`src/rtl/frame_sync_gen.sv`:
```
module frame_sync_gen #(
  parameter int WIDTH_W  = 8,
  parameter int PERIOD_W = 12
) (
  input  logic                clk,
  input  logic                rst_n,
  input  logic                gen_en,
  input  logic                per_mode,
  input  logic [WIDTH_W-1:0]  width_fld,
  input  logic [PERIOD_W-1:0] period_fld,
  input  logic                tick,
  output logic                fs_out
);

  logic                run;
  logic                fs_q;
  logic [WIDTH_W-1:0]  wcnt;
  logic [PERIOD_W-1:0] pcnt;

  wire active    = gen_en & per_mode;
  wire frame_beg = tick & (~run | (pcnt == '0));
  wire width_end = tick & run & (wcnt == '0);

  always_ff @(posedge clk or negedge rst_n) begin
    if (!rst_n) begin
      run  <= 1'b0;
      fs_q <= 1'b0;
      wcnt <= '0;
      pcnt <= '0;
    end else if (!active) begin
      run  <= 1'b0;
      fs_q <= 1'b0;
      wcnt <= '0;
      pcnt <= '0;
    end else if (frame_beg) begin
      run  <= 1'b1;
      fs_q <= 1'b1;
      wcnt <= width_fld;
      pcnt <= period_fld;
    end else if (tick) begin
      pcnt <= pcnt - 1'b1;
      if (width_end) fs_q <= 1'b0;
      else           wcnt <= wcnt - 1'b1;
    end
  end

  assign fs_out = fs_q;

endmodule


```
`config.mk`:
```
export PLATFORM = sky130hd
export DESIGN_NAME = frame_sync_gen
export DESIGN_NICKNAME = d
export VERILOG_FILES = /design/src/rtl/frame_sync_gen.sv
export SDC_FILE = /design/constraint.sdc
export NUM_CORES = 1
export LEC_CHECK = 0
export BUFFER_PORTS_ARGS = -buffer_cell sky130_fd_sc_hd__buf_2
export CAP_MARGIN = 10
export CORE_ASPECT_RATIO = 0.8
export CORE_MARGIN = 3
export CORE_UTILIZATION = 45
export DETAILED_ROUTE_END_ITERATION = 10
export PLACE_DENSITY_LB_ADDON = 0.2
export RECOVER_POWER = 100
export SLEW_MARGIN = 20
export SYNTH_ARGS = -nofsm -noshare
export SYNTH_HDL_FRONTEND = slang
export SYNTH_SLANG_ARGS = --single-unit
```
`constraint.sdc`:
```
create_clock -name clk -period 2.5 [get_ports clk]
set_input_delay 0.375 -clock clk [delete_from_list [all_inputs] [get_ports clk]]
set_output_delay 0.375 -clock clk [all_outputs]
set_load 0.05 [all_outputs]
```
# After elaboration in Yosys (flattened, before gate mapping)
# Index checks and enable logic that the tools add are counted.
# totals
regBits,22
in_bits,25
elab_cells,33
# classes
n_addsub,2
eq_ne,4
n_mux,13
bitwise_logic,6
reduce_logical,4
# op_table
operator,n
$mux 12,3
$mux 8,4
$logic_not 12->1,1
$sub 12x1->12 const B,1
$logic_not 8->1,1
$sub 8x1->8 const B,1
$mux 1,6
$and 1x1->1,4
$reduce_and 2->1,2
$ne 3x1->1 const B,1
$ne 3x2->1 const B,1
$ne 3x3->1 const B,1
$ne 2x1->1 const B,1
$not 1->1,1
$or 1x1->1,1

# Depth between registers and ports, before layout
# depth
ltp_word,6
mapped_depth,7
depth_no_buf,6

# Least setup slack after synthesis
# OpenSTA, ideal clock, no wires.
# synth_path
kind,register to register
from,register pcnt[0]
to,register pcnt[0]
arrival_ps,1857
t_required_ps,2361
slack_ps,504
path_stages_with_launch,8
period_less_slack_ps,1996
cell_sequence,dfrtp_1 inv_1 ha_1 or3b_2 o31ai_4 buf_6 mux2i_1 a211oi_2
# synth_between
elab_chain_len,5
word_cells_on_any_way,8
# synth_rtl
element,line,text
start: declaration,18,logic [PERIOD_W-1:0] pcnt;
start signal: assignment,39,pcnt <= period_fld;
start signal: assignment,41,pcnt <= pcnt - 1'b1;
branches (longest 5 deep; another with $sub 12x1->12),-,
# Parallel ways; which one is timed is not known. The select of a mux whose other input is x is not followed.
# A chain may end at the register's enable or synchronous reset.

# Worst setup path after layout
# layout_path
from,register pcnt[8]
to,register pcnt[4]
# layout_between
elab_chain_len,5
word_cells_on_any_way,6
# layout_rtl
element,line,text
$logic_not 12->1 (*),21,wire frame_beg = tick & (~run | (pcnt == '0));
$or 1x1->1 (*),21,
$and 1x1->1 (*),21,
$mux 12,35,end else if (frame_beg) begin
$mux 12,30,end else if (!active) begin
# Every way passes the cells marked *; elsewhere a longest branch is shown, timed or not.

==> impl_results.md <==
- Post-Synth XOR/XNOR Area: 0%
- Worst Path Max Fanout: 8
- Post-synthesis mux area share: between 7 and 8%
- Drt pass-1 iters: 5
- Slew headroom: 18.0%
- Layout cells sized above 1: about a fifth
- Largest family of logic cells by synthesized area: simple AND/OR/NAND/NOR gates
- # Max-Cap Violations: 0
- FF-to-FF Start: pcnt[8]
- # port buffers: 25
- Syn Inst Count: 175
- Post-synthesis compound-gate area fraction: 24.0%
- Fillcell total: between 200 and 300
- CTS tree: built
- Pleak: 0.000773 µW
- Die height: 58.9 µm
- Most frequent cells after synthesis: dfrtp_1, nand2_1, nand3_1
- Synth Area in Adders: 3.18%
- Remaining global-route overflow: 0
- Synth Register Bits: 22
- Pwr/cell area: 525 mW/mm²
- Num rows: 18
- Routed vias/inst: approximately 6.6
- Skew-Pair Late Insertion Delay: 0.27 ns
- Vias in the first global route: 1,495
- Final HPWL DP: 3.18 mm
- Max Clk Rate: 436 MHz
- Final Setup Violations: 0
- Antenna violations before repair: 0
- Via count: 1,604
- # diodes: 0
- Status: finished, final reports clean
- Hold Buf Count CTS: 0
- Clock Path Buffers: 2
- Crit path largest cell delay: ~0.70 ns
- Die width: 72.2 µm
- RR Endpoint: pcnt[4]
- Final Max Slew Viols: 0
- Slack of the critical path: 0.209 ns
- Syn_area_per_cell: 9.00 µm²
- Setup crit end: pcnt[4]
- Crit path max-delay family: compound AO/OA/AOI/OAI gates
- Ys async rst share: 100%
- Resized Gates After CTS: 0
- Core area: 0.00322 mm²
- Simple-gate share of the synthesized area: between 20% and 30%
- Hold WS: 0.342 ns
- Final ANT Viol Nets: 0
- Fin util: 55.9%
- GRT Resource Usage Total: around a fifth
- RSZ-0062 raised after global routing: no
- Most common cell in the synthesized netlist: dfrtp_1
- Worst hold-check path type: in -> async
- Post-CTS setup buffer count: 0
- Total CTS buffers: 3
- Reg clk slew, reported paths: 0.08 ns
- Setup CP Type: reg -> reg
- Cell count of the worst reg-to-reg path: 5
- DIE AREA: roughly 0.0043 mm²
- TNS Setup: 0 ns
- CP arrival: 2.45 ns
- First-pass GRT wire length: 7.19 mm
- Min cycle time layout: 2.29 ns
- Least-Margin Pin Slew: 1.23 ns
- RD Place Congestion: around 0.9
- DR WL/cell: between 15 and 20 µm
- Clk sinks: 22
- Syn_nets: around 200
- Cell variety after synth: 48
- Final period util: approximately 90%
- Worst path depth: 5
- Largest net degree at the start of global routing: 23
- Crit path cell chain: or4_1, o31ai_4, buf_4, o21ai_0, a32o_1
- R2R setup slack: between 0.2 and 0.25 ns
- Post-synth EDFFs: 0
- Crit path max-delay cell type: or4_1
- Starting Density: around 49%
- H-tree levels: 1
- CTS Root Cell: clkbuf_8
- Dominant cell type by area after synthesis: dfrtp_1
- Worst Setup SP: pcnt[8]
- P&R area growth vs syn: 14.4%
- Synth top area share: 34.9%
- Place WS: 0.233 ns
- Critical Path RT: 2.66 ns
- Drt drc: 0
- Post-synthesis sequential area ratio: 34.9%
- Crit. End Element: register
- Worst Skew: between 0.0015 and 0.002 ns
- WP buf/inv: 1
- Syn. warnings: 0
- Final #Nets: ~230
- Mapped cell area: 0.00158 mm²
- First DRT Iteration DRCs: 250
- Prevailing post-synth register cell: dfrtp_1
- Worst VDD drop: 0.332 mV
- Critical path launch point type: register
- Fin. Hold Viols: 0
- Synth top area cells: dfrtp_1, mux2i_1, nand3_1, ha_1, nand2_1
- DRT Wirelength: ~4.3 mm
- IO Pins: 26
[area by class of cell]
class	instances	area [µm²]	share of cell area, %
clock buffers	4	55.1	3.06
repair buffers	33	171	9.51
well taps	40	50.0	2.78
multi-input cells	134	937	52.0
inverters	10	37.5	2.08
flip-flops and latches	22	551	30.6
[metal layers]
metal / vias to the layer above / track usage, % / wire [µm]
met2: 107 / 30.4 / 1860
li1: 739 / - / -
met5: - / 0 / 0
met4: 0 / 4.29 / 36
met1: 752 / 32.7 / 1930
met3: 6 / 5.12 / 470
[cells in the final DEF (no fill, tap or decap), types with 2 or more instances in the layout]
cell        n
or4_1       2
a311oi_1    2
ha_1        4
mux2i_1    11
a211oi_1    2
clkbuf_8    4
and2_1      2
inv_1       9
o22ai_1     6
a2bb2oi_1   2
clkbuf_1    5
buf_2      23
nor4_2      2
o2111ai_1   3
a21oi_1     5
o211ai_1    3
a41oi_1     2
a32o_1      3
buf_4       5
o31ai_1     2
nand2b_1    2
dfrtp_1    22
o21ai_1     2
o21ai_0     3
or3_1       2
nand4_1     6
nor3_1      8
nand3_1    13
or3b_2      2
nand2_1    13
a22oi_1     2
nor2_1      9
nor4_1      3
nor2b_1     2
a31oi_1     3
[worst register-to-register path, stage by stage, from the launching register on]
cell and delay, ns:
dfrtp_1 0.41, or4_1 0.71, o31ai_4 0.45, buf_4 0.23, o21ai_0 0.10, a32o_1 0.28
[worst min-delay path by stage]
stage / startpoint / to / slack, ns / cells past startpoint
after global routing: period_fld[1] / pcnt[1] / 0.38 / 3
final: rst_n / pcnt[7] / 0.34 / 1
after global placement: rst_n / pcnt[7] / 0.38 / 1
after CTS: rst_n / pcnt[6] / 0.08 / 1
after detailed placement: rst_n / pcnt[7] / 0.38 / 1
after floorplan: rst_n / fs_out / 0.08 / 0
[where the power goes]
part           switching (µW)  internal (µW)
Combinational             167            115
Clock                     124            141
Sequential               24.7            374
[flip-flops by register name (all words and copies together), names as in the netlist]
signal / flops
pcnt: 12
fs_out: 1
run: 1
wcnt: 8
[through the flow]
stage	cell area (µm²)	cells	power [µW]
2_1_floorplan	1580	175	598
3_3_place_gp	1770	239	682
3_5_place_dp	1770	239	688
4_1_cts	1820	243	954
5_1_grt	1800	243	997
6_report	1800	243	945
[cell families (layout without fill, tap and decap cells)]
group                      after synthesis  after routing
AOI/OAI and AO/OA                       48             48
adders and majority gates                4              4
buffers and inverters                   19             47
DFF                                     22             22
muxes                                   12             12
and+or+nand+nor                         70             70
No activity file was read; power rests on OpenSTA's default activity.
